==> config.mk <==
export PLATFORM = sky130hd
export DESIGN_NAME = tmr_channel
export DESIGN_NICKNAME = d
export VERILOG_FILES = /design/src/rtl/tmr_pkg.sv /design/src/rtl/tmr_rst_sync.sv /design/src/rtl/tmr_gate_sync.sv /design/src/rtl/tmr_core.sv /design/src/rtl/tmr_channel.sv
export SDC_FILE = /design/constraint.sdc
export NUM_CORES = 1
export LEC_CHECK = 0
export BUFFER_PORTS_ARGS = -buffer_cell sky130_fd_sc_hd__buf_4
export CAP_MARGIN = 10
export CORE_MARGIN = 2
export CORE_UTILIZATION = 56
export CTS_CLUSTER_DIAMETER = 200
export DETAILED_ROUTE_END_ITERATION = 10
export GPL_TIMING_DRIVEN = 1
export PLACE_DENSITY = 0.86
export SLEW_MARGIN = 20
export SYNTH_ARGS = -nofsm -noshare
export SYNTH_HDL_FRONTEND = slang
export SYNTH_SLANG_ARGS = --single-unit
==> constraint.sdc <==
create_clock -name clk -period 1.4 [get_ports clk]
set_clock_uncertainty 0.05 [all_clocks]
set_input_delay 0.14 -clock clk [delete_from_list [all_inputs] [get_ports clk]]
set_output_delay 0.14 -clock clk [all_outputs]
set_load 0.1 [all_outputs]
==> src/rtl/tmr_pkg.sv <==
package tmr_pkg;

  typedef enum logic [2:0] {
    MD_TC_INT    = 3'd0,
    MD_ONESHOT   = 3'd1,
    MD_RATE      = 3'd2,
    MD_SQUARE    = 3'd3,
    MD_SW_STROBE = 3'd4,
    MD_HW_STROBE = 3'd5
  } tmr_mode_e;

  typedef enum logic [1:0] {
    PH_IDLE   = 2'd0,
    PH_RUN    = 2'd1,
    PH_STROBE = 2'd2
  } tmr_phase_e;

  // codes 6 and 7 fold onto the two periodic modes
  function automatic tmr_mode_e decode_mode(input logic [2:0] code);
    if (code[2] && code[1]) return tmr_mode_e'({1'b0, code[1:0]});
    return tmr_mode_e'(code);
  endfunction

endpackage

==> src/rtl/tmr_rst_sync.sv <==
module tmr_rst_sync #(
  parameter int STAGES = 2
) (
  input  logic clk,
  input  logic rst_n_in,
  output logic rst_n_out
);

  logic [STAGES-1:0] chain_q;

  always_ff @(posedge clk or negedge rst_n_in) begin
    if (!rst_n_in) chain_q <= '0;
    else           chain_q <= {chain_q[STAGES-2:0], 1'b1};
  end

  assign rst_n_out = chain_q[STAGES-1];

endmodule

==> src/rtl/tmr_gate_sync.sv <==
module tmr_gate_sync #(
  parameter int STAGES = 2
) (
  input  logic clk,
  input  logic rst_n,
  input  logic gate_async,
  output logic gate_lvl,
  output logic gate_rise
);

  logic [STAGES-1:0] sync_q;
  logic              prev_q;

  always_ff @(posedge clk or negedge rst_n) begin
    if (!rst_n) begin
      sync_q <= '0;
      prev_q <= 1'b0;
    end else begin
      sync_q <= {sync_q[STAGES-2:0], gate_async};
      prev_q <= sync_q[STAGES-1];
    end
  end

  assign gate_lvl  = sync_q[STAGES-1];
  assign gate_rise = gate_lvl & ~prev_q;


  gate_pulse_chk: assert property (@(posedge clk) disable iff (!rst_n)
    gate_rise |=> !gate_rise);

endmodule

==> src/rtl/tmr_core.sv <==
module tmr_core
  import tmr_pkg::*;
#(
  parameter int CNT_W = 16
) (
  input  logic             clk,
  input  logic             rst_n,
  input  logic             wr_en,
  input  tmr_mode_e        wr_mode,
  input  logic [CNT_W-1:0] wr_count,
  input  logic             gate_lvl,
  input  logic             gate_rise,
  output logic             out_level
);

  localparam int             CW   = CNT_W + 1;
  localparam logic [CW-1:0] FULL = CW'(1) << CNT_W;
  localparam logic [CW-1:0] ONE  = CW'(1);
  localparam logic [CW-1:0] TWO  = CW'(2);

  tmr_mode_e   mode_q, mode_d;
  tmr_phase_e  phase_q, phase_d;
  logic [CW-1:0] cnt_q, cnt_d, reload_q, reload_d, load_n;
  logic        out_q, out_d, state_en;

  function automatic logic [CW-1:0] half_up(input logic [CW-1:0] v);
    return (v + ONE) >> 1;
  endfunction

  assign load_n   = (wr_count == '0) ? FULL : {1'b0, wr_count};
  assign state_en = wr_en | gate_rise | (phase_q != PH_IDLE);

  always_comb begin
    mode_d   = mode_q;
    phase_d  = phase_q;
    cnt_d    = cnt_q;
    reload_d = reload_q;
    out_d    = out_q;
    if (wr_en) begin
      mode_d   = wr_mode;
      reload_d = load_n;
      cnt_d    = load_n;
      out_d    = 1'b1;
      phase_d  = PH_RUN;
      unique case (wr_mode)
        MD_TC_INT:                 out_d = 1'b0;
        MD_ONESHOT, MD_HW_STROBE:  phase_d = PH_IDLE;
        MD_SQUARE:                 cnt_d = half_up(load_n);
        default: ;
      endcase
    end else begin
      unique case (mode_q)
        MD_TC_INT: begin
          if (phase_q == PH_RUN && gate_lvl) begin
            if (cnt_q == ONE) begin
              out_d   = 1'b1;
              phase_d = PH_IDLE;
            end else cnt_d = cnt_q - ONE;
          end
        end
        MD_ONESHOT: begin
          if (gate_rise) begin
            cnt_d   = reload_q;
            out_d   = 1'b0;
            phase_d = PH_RUN;
          end else if (phase_q == PH_RUN) begin
            if (cnt_q == ONE) begin
              out_d   = 1'b1;
              phase_d = PH_IDLE;
            end else cnt_d = cnt_q - ONE;
          end
        end
        MD_RATE: begin
          if (!gate_lvl) out_d = 1'b1;
          else if (gate_rise) begin
            cnt_d = reload_q;
            out_d = 1'b1;
          end else if (cnt_q == ONE) begin
            cnt_d = reload_q;
            out_d = 1'b1;
          end else begin
            if (cnt_q == TWO) out_d = 1'b0;
            cnt_d = cnt_q - ONE;
          end
        end
        MD_SQUARE: begin
          if (!gate_lvl) out_d = 1'b1;
          else if (gate_rise) begin
            cnt_d = half_up(reload_q);
            out_d = 1'b1;
          end else if (cnt_q == ONE) begin
            out_d = ~out_q;
            cnt_d = out_q ? (reload_q >> 1) : half_up(reload_q);
          end else cnt_d = cnt_q - ONE;
        end
        default: begin
          if (mode_q == MD_HW_STROBE && gate_rise) begin
            cnt_d   = reload_q;
            out_d   = 1'b1;
            phase_d = PH_RUN;
          end else if (phase_q == PH_STROBE) begin
            out_d   = 1'b1;
            phase_d = PH_IDLE;
          end else if (phase_q == PH_RUN && (gate_lvl || mode_q == MD_HW_STROBE)) begin
            if (cnt_q == ONE) begin
              out_d   = 1'b0;
              phase_d = PH_STROBE;
            end else cnt_d = cnt_q - ONE;
          end
        end
      endcase
    end
  end

  always_ff @(posedge clk or negedge rst_n) begin
    if (!rst_n) begin
      mode_q   <= MD_TC_INT;
      phase_q  <= PH_IDLE;
      cnt_q    <= '0;
      reload_q <= '0;
      out_q    <= 1'b1;
    end else if (state_en) begin
      mode_q   <= mode_d;
      phase_q  <= phase_d;
      cnt_q    <= cnt_d;
      reload_q <= reload_d;
      out_q    <= out_d;
    end
  end

  assign out_level = out_q;


  tc_hold_chk: assert property (@(posedge clk) disable iff (!rst_n)
    (mode_q == MD_TC_INT && out_q && !wr_en) |=> out_q);


  load_low_chk: assert property (@(posedge clk) disable iff (!rst_n)
    (wr_en && wr_mode == MD_TC_INT) |=> !out_q);


  trig_low_chk: assert property (@(posedge clk) disable iff (!rst_n)
    (mode_q == MD_ONESHOT && gate_rise && !wr_en) |=> !out_q);


  rate_pulse_chk: assert property (@(posedge clk) disable iff (!rst_n)
    (mode_q == MD_RATE && !out_q && !wr_en) |=> out_q);


  gate_off_chk: assert property (@(posedge clk) disable iff (!rst_n)
    (mode_q inside {MD_RATE, MD_SQUARE} && !gate_lvl && !wr_en) |=> out_q);


  strobe_one_chk: assert property (@(posedge clk) disable iff (!rst_n)
    (mode_q inside {MD_SW_STROBE, MD_HW_STROBE} && !out_q && !wr_en) |=> out_q);


  hw_wait_chk: assert property (@(posedge clk) disable iff (!rst_n)
    (mode_q == MD_HW_STROBE && phase_q == PH_IDLE && !gate_rise && !wr_en)
      |=> (out_q && $stable(cnt_q)));

endmodule

==> src/rtl/tmr_channel.sv <==
module tmr_channel
  import tmr_pkg::*;
#(
  parameter int CNT_W       = 16,
  parameter int SYNC_STAGES = 2
) (
  input  logic             clk,
  input  logic             rst_n,
  input  logic             wr_en,
  input  logic [2:0]       wr_mode,
  input  logic [CNT_W-1:0] wr_count,
  input  logic             gate_in,
  output logic             out
);

  logic rst_n_sync;
  logic gate_lvl;
  logic gate_rise;

  tmr_rst_sync #(.STAGES(2)) i_rst_sync (
    .clk       (clk),
    .rst_n_in  (rst_n),
    .rst_n_out (rst_n_sync)
  );

  tmr_gate_sync #(.STAGES(SYNC_STAGES)) i_gate_sync (
    .clk        (clk),
    .rst_n      (rst_n_sync),
    .gate_async (gate_in),
    .gate_lvl   (gate_lvl),
    .gate_rise  (gate_rise)
  );

  tmr_core #(.CNT_W(CNT_W)) i_core (
    .clk       (clk),
    .rst_n     (rst_n_sync),
    .wr_en     (wr_en),
    .wr_mode   (decode_mode(wr_mode)),
    .wr_count  (wr_count),
    .gate_lvl  (gate_lvl),
    .gate_rise (gate_rise),
    .out_level (out)
  );

endmodule

==> results of run 1 <==
## cell usage after synthesis (all sizes together), types with 3 or more instances
cell type | count | area, um2
ha | 6 | 75.1
mux2i | 7 | 70.1
o31ai | 6 | 50.1
nor2 | 51 | 191
nand4 | 12 | 75.1
nor3 | 14 | 80.1
nor4 | 11 | 83.8
inv | 19 | 71.3
a32oi | 4 | 35.0
a21o | 3 | 23.8
a41oi | 3 | 26.3
a221o | 3 | 30.0
or3 | 8 | 51.3
dfrtp | 44 | 1100
nand2b | 3 | 26.3
o211ai | 7 | 57.6
o21ai | 38 | 190
or2 | 4 | 25.0
and3 | 3 | 18.8
xor2 | 13 | 114
buf | 7 | 41.3
nor2b | 3 | 18.8
and2 | 6 | 37.5
mux2 | 13 | 146
a21oi | 33 | 165
nand3 | 26 | 140
a211oi | 8 | 60.1
a31oi | 11 | 68.8
nand2 | 59 | 224
nand3b | 5 | 37.5
xnor2 | 11 | 96.3
a221oi | 5 | 43.8
clkbuf | 27 | 104
o22ai | 11 | 68.8
## stage by stage
step	hold slack, ps	area (um2)	instances	TNS (ps)
after floorplan	-206	4100	522	-13190
after CTS	30.6	6060	792	-17560
after global placement	-128	5460	769	-15690
after detailed placement	-127	5460	769	-18000
## metal layers
layer  track usage  GRT overflow
met5         0.208             0
met4         0.833            19
met3         0.613             0
met1         0.800             1
met2         0.955            37
## logic make-up after synthesis
kind of cell / share of synthesized area
xor+xnor: 0.0521
simple gates: 0.265
fa+ha+maj: 0.0186
compound gates: 0.277
other cells: 0.000930
flops: 0.280
mux: 0.0537
buf+inv: 0.0537
## timing repair
item	CTS
hold buffers	2
buffers inserted	13
gates cloned	1
gates resized for setup	73
setup endpoints to repair	21
pin swaps	24
endpoints found under the hold margin	3
==> metrics.yaml, run 1 <==
outcome:
  status: "stopped before the end"
  lastStage: "global routing"
  tool.error: "[ERROR GRT-0232] Routing congestion too high. Check the congestion heatmap in the GUI."
sta:
  worstEpCategory: "register input"
  postGrtWorstEndpoint: "i_core.cnt_q[1]$_DFFE_PN0P_/D"
synthesis:
  yosys_warnings: 0
  async_reset_ff_frac: 1.00
  yosysSeqAreaShare: 0.280
  synthFlopType: "dfrtp_1"
  synth_nets: 551
  synth-seq-cells: 45
  netlist_area_um2: 4030
  syn_inst: 522
  synth_edf_count: 0
  avgSynthCellArea_um2: 7.72
  synth_cell_types: 78
global_route:
  globalRouteOverflowTotal: 57
  grt_max_degree: 27
  grt_usage: 0.792
die:
  die_y_um: 88.8
  initial_utilization: 0.587
  rows: 30
  pin_count: 24
  die_w_um: 88.8
clock_network:
  cts_buffer_depth: 2
  htree_levels: 2
  cts_buffers: 5
  cts_sinks: 45
  cts_root_buf: "clkbuf_8"
place:
  port_buffers: 23
  dp_slack_ps: -953
  place_hpwl_um: 12700
  gp_congestion: 1.19
==> run 2, diff against run 1 <==
--- a/config.mk
+++ b/config.mk
@@ -8,11 +8,10 @@
 export BUFFER_PORTS_ARGS = -buffer_cell sky130_fd_sc_hd__buf_4
 export CAP_MARGIN = 10
 export CORE_MARGIN = 2
-export CORE_UTILIZATION = 56
-export CTS_CLUSTER_DIAMETER = 200
+export CORE_UTILIZATION = 40
 export DETAILED_ROUTE_END_ITERATION = 10
 export GPL_TIMING_DRIVEN = 1
-export PLACE_DENSITY = 0.86
+export PLACE_DENSITY_LB_ADDON = 0.15
 export SLEW_MARGIN = 20
 export SYNTH_ARGS = -nofsm -noshare
 export SYNTH_HDL_FRONTEND = slang
==> constraint.sdc (replaced) <==
create_clock -name clk -period 1.8 [get_ports clk]
set_clock_uncertainty 0.05 [all_clocks]
set_input_delay 0.18 -clock clk [delete_from_list [all_inputs] [get_ports clk]]
set_output_delay 0.18 -clock clk [all_outputs]
set_load 0.1 [all_outputs]
==> run 2 against run 1 <==
Effect of this change: the flow now finishes, with violations (negative setup slack); synthesized cell count unchanged; area after synthesis unchanged.
==> metrics.yaml, run 2 <==
power:
  powerDensity_nw_per_um2: 787
  leakage_nw: 2.61
  irDropWorstVdd_uv: 405
clock_network:
  clk_pin_slew_worst_paths_ps: 100
  cts_buffers: 5  # unchanged
  cts_root_buf: "clkbuf_8"
  cts_buffer_depth: 2  # unchanged
  cts_tree: "yes"
  clock_latency_ps: 310
  cts_sinks: 45  # unchanged
  htree_levels: 2  # unchanged
final_layout:
  final_nets: 735
  antennaDiodeCount: 0
  drive_gt1_frac: 0.440
  areaGrowthSynthToFinish_pct: 54.9
  final_cell_mix: "buf_4, nand2_1, nor2_1, dfrtp_1, a21oi_1"
  top_regs: "i_core.cnt_q x17, i_core.reload_q x17, i_core.mode_q x3"
  layout_commonest_cell: "buf_4"
synthesis:
  async_reset_ff_frac: 1.00  # unchanged
  synth_cell_types: 78  # unchanged
  synth-seq-cells: 45  # unchanged
  yosys_warnings: 0  # unchanged
  synth_top_area_cell: "dfrtp_1"
  netlist_area_um2: 4030  # unchanged
  yosysSeqAreaShare: 0.280  # unchanged
  synthFlopType: "dfrtp_1"
  synth_common_cells: "nand2_1, nor2_1, dfrtp_1"
  syn_inst: 522  # unchanged
  synth_most_common_cell: "nand2_1"
  synth_top_area_share: 0.273  # unchanged
  synth_edf_count: 0  # unchanged
  avgSynthCellArea_um2: 7.72  # unchanged
  yosys-top-cells-area: "dfrtp_1, nand2_1, nor2_1, o21ai_0, a21oi_1"
  synth_nets: 551  # unchanged
outcome:
  status: "complete, but fails checks"
  violations: "negative setup slack"
flow_run:
  cap_violations: 0
place:
  dp_slack_ps: -574  # +378 ps
  place_hpwl_um: 12100  # -4.5%
  port_buffers: 23  # unchanged
  gp_congestion: 1.01  # -16%
setup_path:
  setup.worst_path.class: "reg2reg"
  setup.worst_path.end: "i_core.cnt_q[9]$_DFFE_PN0P_"
  reg2reg_from: "i_core.cnt_q[1]$_DFFE_PN0P_"
  startpoint_type: "flip-flop"
  crit_start: "i_core.cnt_q[1]$_DFFE_PN0P_"
  crit_required_ps: 2000
  r2r_cells: 12
  path_max_fanout: 5
  r2r_end: "i_core.cnt_q[9]$_DFFE_PN0P_"
  rrSetupSlack_ps: -540
  cp_data_arrival_time_ps: 2550
  worst_setup_path_end_kind: "flip-flop"
die:
  die_w_um: 104  # +17%
  pin_count: 24  # unchanged
  initial_utilization: 0.412  # -0.174
  die-area_um2: 10900
  core_area_um2: 9770
  die_y_um: 104  # +17%
  rows: 36  # +20%
sta:
  period_minus_slack_ps: 2340
  tightest_slew_ps: 655
  fmax_ghz: 0.427
  rsz0062_at_grt: "true"
  setup_viol: 20
  fin_crit_sh: 1.30
  postLayoutSetupSlackWorst_ps: -542
  fin_setup_tns_ps: -9180
  finalHoldViolations: 0
  final_max_slew_viol_count: 0
  relSlewSlack: 0.559
global_route:
  antenna_found_initial: 0
  globalRouteOverflowTotal: 0
  grt_pass1_vias: 4663
  grt_pass1_wl_um: 25100
  grt_max_degree: 44
  grt_usage: 0.293
detailed_routing:
  wl_um: 15800
  post_drt_wl_per_cell_um: 18.8
  route.antenna.remaining_nets: 0
  vias: 4860
  drc: 0
  drt_pass1_iterations: 7
  viasPerCell: 5.79
  drt_iter0_markers: 326
min_path:
  hold_path_class: "in2reg"
  min_path_cells: 3
==> run 2: worst min-delay path by stage <==
stage,from,endpoint,slack [ps]
floorplan,rst_n,i_rst_sync.chain_q[0]$_DFF_PN0_,-170
global placement,rst_n,i_rst_sync.chain_q[0]$_DFF_PN0_,-90
detailed placement,rst_n,i_rst_sync.chain_q[0]$_DFF_PN0_,-90
CTS,wr_mode[2],i_core.mode_q[2]$_DFFE_PN0P_,40
global route,wr_mode[2],i_core.mode_q[2]$_DFFE_PN0P_,60
finish,wr_mode[2],i_core.mode_q[2]$_DFFE_PN0P_,50
==> run 2: power by group <==
group	switching, mW	leakage [nW]	total [mW]	internal (mW)
combinational	1.38	2.01	2.63	1.26
sequential	0.155	0.535	1.34	1.18
clock	0.389	0.0681	0.941	0.552
total	1.92	2.61	4.91	2.99
==> run 2: kinds of logic after synthesis <==
kind of cell | after synthesis | synth area share
AO/OA/AOI/OAI | 162 | 0.277
XOR/XNOR | 24 | 0.0521
adder cells (fa/ha/maj) | 6 | 0.0186
buffers and inverters | 53 | 0.0537
flip-flops | 45 | 0.280
multiplexers | 20 | 0.0537
other | 1 | 0.000930
AND/OR/NAND/NOR | 211 | 0.265
==> run 2: routing by layer <==
layer  up-vias  wire length (um)  global-route usage  share of wire
li1       2310                 -                   -              -
met1      2266              6960               0.417           0.44
met2       238              7100               0.462           0.45
met3        46              1270              0.0489          0.080
met4         0               453              0.0753          0.029
met5         -                 0                   0              0
==> run 2: worst max-delay path: stages, from the launching register on <==
cell	delay, ps
dfrtp_1	440
inv_2	100
ha_4	130
nor4b_4	210
nand3_2	170
buf_6	160
buf_4	120
buf_4	120
o21ai_0	70
a21oi_1	90
or3_1	370
nand4_1	110
o22a_1	150
==> run 2: area by class of cell <==
type	instances	area [um2]
inverters	19	71.3
clock buffers	5	68.8
well taps	133	166
multi-input cells	424	3100
clock inverters	3	65.1
flip-flops and latches	45	1130
repair buffers	211	1640
fillers	890	3530
==> run 2: per-stage QoR <==
stage / instance area, um2 / util / std cells / power [mW] / hold WS (ps)
3_3_place_gp: 5510 / 0.564 / 810 / 3.53 / -88.1
2_1_floorplan: 4100 / - / 522 / 2.48 / -166
6_report: 6240 / 0.639 / 840 / 4.91 / 48.4
4_1_cts: 5950 / 0.609 / 831 / 4.66 / 44.0
5_1_grt: 6240 / 0.639 / 840 / 5.18 / 57.2
3_5_place_dp: 5510 / 0.564 / 810 / 3.56 / -87.6
==> run 2: timing repair <==
item / in CTS / in global routing
buffers inserted: 11 / 9
endpoints found under the hold margin: 3 / 0
endpoints found under the setup margin: 20 / 20
gates resized for setup: 43 / 48
hold buffers: 2 / 0
pin swaps: 20 / 26
(Power assumes the default switching activity.)
==> run 3, diff against run 2 <==
--- a/config.mk
+++ b/config.mk
@@ -9,8 +9,9 @@
 export CAP_MARGIN = 10
 export CORE_MARGIN = 2
 export CORE_UTILIZATION = 40
+export CTS_CLUSTER_SIZE = 8
 export DETAILED_ROUTE_END_ITERATION = 10
-export GPL_TIMING_DRIVEN = 1
+export GPL_TIMING_DRIVEN = 0
 export PLACE_DENSITY_LB_ADDON = 0.15
 export SLEW_MARGIN = 20
 export SYNTH_ARGS = -nofsm -noshare
==> run 3 against run 2 <==
Effect of this change: the flow still finishes with violations (negative setup slack); non-clock buffer count is 132 lower; sequential share of layout area rose by 4.1 points; count of clock-buffer cells in the layout up 1; global-route usage is 1.0 points lower; sequential power increased by 14%; final cell count is 16% lower; via count is 9.4% lower; wire length decreased by 3.5%; critical path type unchanged; largest cell class unchanged; highest routed layer unchanged.
==> metrics.yaml, run 3 (synthesis gave the netlist of run 2 again) <==
outcome:
  status: "complete, but fails checks"
  violations: "negative setup slack"
place:
  port_buffers: 19  # -17%
  gp_congestion: 0.948  # -5.7%
  place_hpwl_um: 11100  # -8.5%
  placedCellCount: 675  # -17%
  dp_slack_ps: -993  # -419 ps
die:
  initial_utilization: 0.412  # unchanged
  pin_count: 24  # unchanged
  die_w_um: 104  # unchanged
  die-area_um2: 10900  # unchanged
  core_area_um2: 9770  # unchanged
  rows: 36  # unchanged
  die_y_um: 104  # unchanged
global_route:
  globalRouteOverflowTotal: 0  # unchanged
  antenna_found_initial: 0  # unchanged
  grt_pass1_vias: 4069  # -13%
  grt_pass1_wl_um: 24000  # -4.4%
  grt_usage: 0.283  # -0.0104
  grt_max_degree: 30  # -32%
sta:
  rsz0062_at_grt: "true"
  tightest_slew_ps: 681  # +25.9 ps
  fmax_ghz: 0.407  # -4.7%
  period_minus_slack_ps: 2460  # +116 ps
  setup_viol: 20  # unchanged
  postLayoutSetupSlackWorst_ps: -657  # -116 ps
  hold_ws_ps: 58.8  # +10.4 ps
  fin_crit_sh: 1.37  # +0.0643
  final_max_slew_viol_count: 0  # unchanged
  relSlewSlack: 0.546  # -0.0127
  finalHoldViolations: 0  # unchanged
power:
  leakage_nw: 1.91  # -27%
  powerDensity_nw_per_um2: 816  # +3.8%
  irDropWorstVdd_uv: 404  # -0.27%
final_layout:
  fillers: 960  # +7.9%
  antennaDiodeCount: 0  # unchanged
  layout_commonest_cell: "nand2_1"
  drive_gt1_frac: 0.287  # -0.153
  areaGrowthSynthToFinish_pct: 27.2
  top_regs: "i_core.cnt_q x17, i_core.reload_q x17, i_core.mode_q x3"
  final_nets: 603  # -18%
  final_util: 0.525  # -0.114
  fin_cells: 708  # -16%
  final_cell_mix: "nand2_1, nor2_1, buf_4, dfrtp_1, a21oi_1"
detailed_routing:
  route.antenna.remaining_nets: 0  # unchanged
  drt_iter0_markers: 519  # +59%
  post_drt_wl_per_cell_um: 21.5  # +14%
  drc: 0  # unchanged
  viasPerCell: 6.22  # +7.5%
  vias: 4403  # -9.4%
  drt_pass1_iterations: 6  # -1
  wl_um: 15200  # -3.5%
clock_network:
  cts_tree: "yes"
  htree_levels: 2  # unchanged
  cts_buffer_depth: 2  # unchanged
  clk_pin_slew_worst_paths_ps: 100  # about the same
  cts_buffers: 5  # unchanged
  cts_root_buf: "clkbuf_8"
  clock_latency_ps: 320  # about the same
  cts_sinks: 45  # unchanged
min_path:
  hold_path_class: "in2reg"
  min-delay-start: "wr_mode[0]"
setup_path:
  r2r_end: "i_core.out_level$_DFFE_PN1P_"
  cp_data_arrival_time_ps: 2660  # +110 ps
  cp_top_family: "simple AND/OR/NAND/NOR gates"
  setup.worst_path.end: "i_core.out_level$_DFFE_PN1P_"
  rrSetupSlack_ps: -660  # -120 ps
  worst_setup_path_end_kind: "flip-flop"
  cpPeakStageDelay_ps: 460  # +20 ps
  setup.worst_path.class: "reg2reg"
  path_max_fanout: 4  # -1
  critical_path.slowest_cell: "dfrtp_1"
  reg2reg_from: "i_core.cnt_q[11]$_DFFE_PN0P_"
  startpoint_type: "flip-flop"
  r2r_cells: 7  # -5
  crit_start: "i_core.cnt_q[11]$_DFFE_PN0P_"
  crit_chain: "nor4_4 > nand2_1 > nor4_1 > o211ai_1 > nand4_1 > nand2_2 > mux2_4"
  cp_num_cells: 7  # -5
  crit_required_ps: 2000  # about the same
  crit_buf_inv: 0  # -4
flow_run:
  cap_violations: 0  # unchanged
==> run 3: changes by cell type in the layout (fill, tap and decap cells not counted), moves of 3 or more <==
cell / before / now
dfrtp_2: 2 / 9
buf_4: 198 / 42
o21ai_2: 5 / 2
clkbuf_2: 0 / 9
buf_6: 10 / 7
clkbuf_1: 0 / 12
buf_2: 0 / 3
o21ai_0: 23 / 27
dfrtp_1: 42 / 35
==> run 3: layout make-up <==
cell class	count	area, um2	area share
plain buffers	29	166	0.0324
clock buffers	6	72.6	0.0141
clock inverters	2	35.0	0.00683
inverters	19	75.1	0.0146
multi-input cells	424	3060	0.596
flip-flops and latches	45	1140	0.223
well taps	133	166	0.0324
repair buffers	50	415	0.0810
==> run 3: power by group <==
group | switching (mW) | internal, mW
combinational | 1.05 | 0.789
clock | 0.408 | 0.413
sequential | 0.338 | 1.19
==> run 3: worst reg2reg max path: cells and delay by family, from the launching register on <==
family             cells  cell delay (ps)
muxes                  1              290
AOI/OAI and AO/OA      1              240
DFF                    1              460
and+or+nand+nor        5             1340
==> run 3: how the worst min path moves through the flow <==
stage,slack [ps],endpoint,cells after the start
6_report,60,i_core.mode_q[0]$_DFFE_PN0P_,3
5_1_grt,80,i_core.reload_q[15]$_DFFE_PN0P_,2
4_1_cts,60,i_core.mode_q[0]$_DFFE_PN0P_,3
3_5_place_dp,-80,i_rst_sync.chain_q[0]$_DFF_PN0_,1
3_3_place_gp,-90,i_rst_sync.chain_q[1]$_DFF_PN0_,1
2_1_floorplan,-170,i_rst_sync.chain_q[0]$_DFF_PN0_,0
==> run 3: through the flow <==
| stage | setup TNS, ps | instance area [um2] | total power [mW] |
|---|---|---|---|
| detailed placement | -17290 | 4430 | 2.94 |
| finish | -10560 | 5130 | 4.19 |
| global placement | -29180 | 4410 | 2.93 |
| global route | -12630 | 5130 | 4.42 |
| CTS | -10410 | 4930 | 3.99 |
| floorplan | -5190 | 4100 | 2.48 |
==> run 3: what timing repair did <==
item                                    in CTS  in global routing
endpoints found under the setup margin      22                 20
pin swaps                                   25                 22
hold buffers                                 2                  0
resized for setup                           61                 33
endpoints found under the hold margin        3                  0
buffers inserted                            21                  7
==> run 3: metal layers <==
metal  GRT usage  up-vias  share of wire
met3      0.0351       30          0.082
met1       0.411     2106           0.44
met5           0        -              0
met2       0.440      224           0.45
met4      0.0811        0          0.020
li1            -     2043              -
==> run 4, diff against run 3 <==
--- a/config.mk
+++ b/config.mk
@@ -16,4 +16,5 @@
 export SLEW_MARGIN = 20
 export SYNTH_ARGS = -nofsm -noshare
 export SYNTH_HDL_FRONTEND = slang
+export SYNTH_HIERARCHICAL = 1
 export SYNTH_SLANG_ARGS = --single-unit
==> run 4 against run 3 <==
Effect of this change: the run still ends with negative setup slack left; final cell count grew 8.6%; critical path depth up 1; area after synthesis up 5.1%; die area increased by 4.9%; non-clock buffer count is 22 higher; combinational power is 20% higher; global-route usage increased by 3.9 points; largest power group unchanged; highest routed layer unchanged.
==> metrics.yaml, run 4 <==
die:
  initial_utilization: 0.410  # -0.00207
  die_y_um: 107  # +2.4%
  rows: 37  # +2.8%
  die_w_um: 107  # +2.4%
  die-area_um2: 11400  # +4.9%
  core_area_um2: 10300  # +5.6%
  pin_count: 24  # unchanged
outcome:
  violations: "negative setup slack"
  status: "complete, but fails checks"
synthesis:
  synth_most_common_cell: "nand2_1"
  synth-seq-cells: 45  # unchanged
  synth_top_area_cell: "dfrtp_1"
  yosys_warnings: 6  # +6
  yosys-top-cells-area: "dfrtp_1, nand2_1, o21ai_0, nor2_1, a21oi_1"
  synth_common_cells: "nand2_1, nor2_1, dfrtp_1"
  synth_top_area_share: 0.260  # -0.0132
  synth_cell_types: 68  # -13%
  synthFlopType: "dfrtp_1"
  synth_nets: 597  # +8.3%
  synth_edf_count: 0  # unchanged
  avgSynthCellArea_um2: 7.46  # -3.4%
  netlist_area_um2: 4240  # +5.1%
  yosysSeqAreaShare: 0.266  # -0.0135
  syn_inst: 568  # +8.8%
  async_reset_ff_frac: 1.00  # unchanged
setup_path:
  startpoint_type: "flip-flop"
  reg2reg_from: "i_core/cnt_q[9]$_DFFE_PN0P_"
  setup.worst_path.class: "reg2reg"
  crit_required_ps: 1960  # -40 ps
  cp_data_arrival_time_ps: 2820  # +160 ps
  rrSetupSlack_ps: -860  # -210 ps
  worst_setup_path_end_kind: "flip-flop"
  crit_start: "i_core/cnt_q[9]$_DFFE_PN0P_"
  r2r_cells: 8  # +1
  path_max_fanout: 5  # +1
  r2r_end: "i_core/cnt_q[5]$_DFFE_PN0P_"
  setup.worst_path.end: "i_core/cnt_q[5]$_DFFE_PN0P_"
clock_network:
  cts_buffers: 5  # unchanged
  cts_root_buf: "clkbuf_8"
  clock_latency_ps: 310  # about the same
  cts_tree: "yes"
  htree_levels: 2  # unchanged
  clk_pin_slew_worst_paths_ps: 100  # about the same
  cts_buffer_depth: 2  # unchanged
  cts_sinks: 45  # unchanged
sta:
  rsz0062_at_grt: "true"
  relSlewSlack: 0.491  # -0.0548
  fin_crit_sh: 1.48  # +0.115
  postLayoutSetupSlackWorst_ps: -863  # -206 ps
  finalHoldViolations: 0  # unchanged
  final_max_slew_viol_count: 0  # unchanged
  tightest_slew_ps: 763  # +82.3 ps
  setup_viol: 20  # unchanged
  period_minus_slack_ps: 2660  # +206 ps
  fmax_ghz: 0.375  # -7.7%
power:
  p_clk_frac: 0.188  # -0.008
  pwr-share-seq: 0.321  # -0.043
  leakage_nw: 2.07  # +8.3%
  swShare: 0.438  # +0.00941
  power_switching_mw: 1.96  # +9.3%
  combPwrFrac: 0.492  # +0.053
  powerDensity_nw_per_um2: 829  # +1.5%
  irDropWorstVdd_uv: 383  # -5.3%
  power.internal_mw: 2.51  # +5.2%
final_layout:
  layout_commonest_cell: "nand2_1"
  final_nets: 661  # +9.6%
  top_regs: "i_core/cnt_q x17, i_core/reload_q x17, i_core/mode_q x3"
  final_util: 0.523  # -0.00162
  areaGrowthSynthToFinish_pct: 27.5
  final_cell_mix: "nand2_1, buf_4, nor2_1, o21ai_0, dfrtp_1"
  drive_gt1_frac: 0.281  # -0.00576
  fillers: 1042  # +8.5%
  antennaDiodeCount: 0  # unchanged
detailed_routing:
  drc: 0  # unchanged
  drt_iter0_markers: 494  # -4.8%
  route.antenna.remaining_nets: 0  # unchanged
  wl_um: 18100  # +19%
  vias: 4954  # +13%
  viasPerCell: 6.44  # +3.6%
  drt_pass1_iterations: 7  # +1
  post_drt_wl_per_cell_um: 23.6  # +9.6%
place:
  port_buffers: 18  # -1
  dp_slack_ps: -1320  # -327 ps
  gp_congestion: 0.972  # +2.6%
  place_hpwl_um: 13300  # +20%
global_route:
  grt_usage: 0.322  # +0.0394
  grt_pass1_wl_um: 27800  # +16%
  globalRouteOverflowTotal: 0  # unchanged
  grt_max_degree: 26  # -13%
  grt_pass1_vias: 4677  # +15%
  antenna_found_initial: 0  # unchanged
flow_run:
  cap_violations: 0  # unchanged
min_path:
  hold_path_class: "in2reg"
## run 4: worst min-delay path by stage
stage          startpoint  cells after the start  slack, ps                         endpoint
3_5_place_dp        rst_n                      1        -90  i_rst_sync/chain_q[0]$_DFF_PN0_
6_report       wr_mode[0]                      3         70     i_core/mode_q[0]$_DFFE_PN0P_
5_1_grt        wr_mode[0]                      3         80     i_core/mode_q[0]$_DFFE_PN0P_
4_1_cts        wr_mode[0]                      3         60     i_core/mode_q[0]$_DFFE_PN0P_
3_3_place_gp        rst_n                      1        -90  i_rst_sync/chain_q[0]$_DFF_PN0_
2_1_floorplan       rst_n                      0       -170  i_rst_sync/chain_q[0]$_DFF_PN0_
## run 4: cells by family (layout without fill, tap and decap cells)
family                     count (synthesis)  after routing  synth area share
and+or+nand+nor                          238            238             0.287
AOI/OAI and AO/OA                        172            172             0.272
other                                      1              1          0.000885
xor gates and xnor gates                  23             23            0.0476
muxes                                     20             20            0.0511
adders and majority gates                  6              6            0.0177
buffers and inverters                     63            128            0.0582
DFF                                       45             45             0.266
## run 4: stage by stage
stage | setup TNS, ps | total power [mW] | hold slack [ps] | instances | area (um2)
after floorplan | -9680 | 2.64 | -166 | 568 | 4350
after global placement | -39350 | 3.19 | -87.2 | 722 | 4660
after detailed placement | -27730 | 3.20 | -86.9 | 723 | 4680
after CTS | -13580 | 4.28 | 62.4 | 761 | 5250
after global routing | -15440 | 4.68 | 76.8 | 769 | 5400
final | -13970 | 4.48 | 65.3 | 769 | 5400
## run 4: timing repair
item,4_1_cts,5_1_grt
hold buffers,2,0
hold endpoints to repair,3,0
pin swaps,31,18
gates cloned,0,0
buffers inserted,33,10
gates resized for setup,58,32
setup endpoints to repair,26,24
## run 4: per-layer routing
metal / track usage / part of all wire / wire [um] / up-vias
li1: - / - / - / 2248
met1: 0.456 / 0.44 / 7990 / 2411
met2: 0.502 / 0.45 / 8100 / 259
met3: 0.0638 / 0.091 / 1650 / 36
met4: 0.0881 / 0.021 / 379 / 0
met5: 0 / 0 / 0 / -
## run 4: area by class of cell
class / instances / area, um2 / area share
multi-input cells: 460 / 3170 / 0.588
repair buffers: 62 / 517 / 0.0957
clock inverters: 3 / 46.3 / 0.00857
inverters: 19 / 71.3 / 0.0132
clock buffers: 5 / 68.8 / 0.0127
plain buffers: 39 / 206 / 0.0382
well taps: 136 / 170 / 0.0315
flip-flops and latches: 45 / 1150 / 0.212
## run 4: worst max-delay path, stage by stage, from the launching register on
cell	delay [ps]
dfrtp_2	450
or4_4	570
o41ai_4	350
buf_4	200
buf_8	130
o21ai_1	60
a221oi_1	330
o221ai_1	240
o21a_1	180
## run 4: power by group through the flow
stage,sequential (mW),clock [mW],combinational [mW]
final,1.44,0.839,2.20
after floorplan,1.43,0,1.20
after CTS,1.43,0.844,2.01
after global routing,1.46,0.886,2.33
after detailed placement,1.45,0,1.75
after global placement,1.45,0,1.74
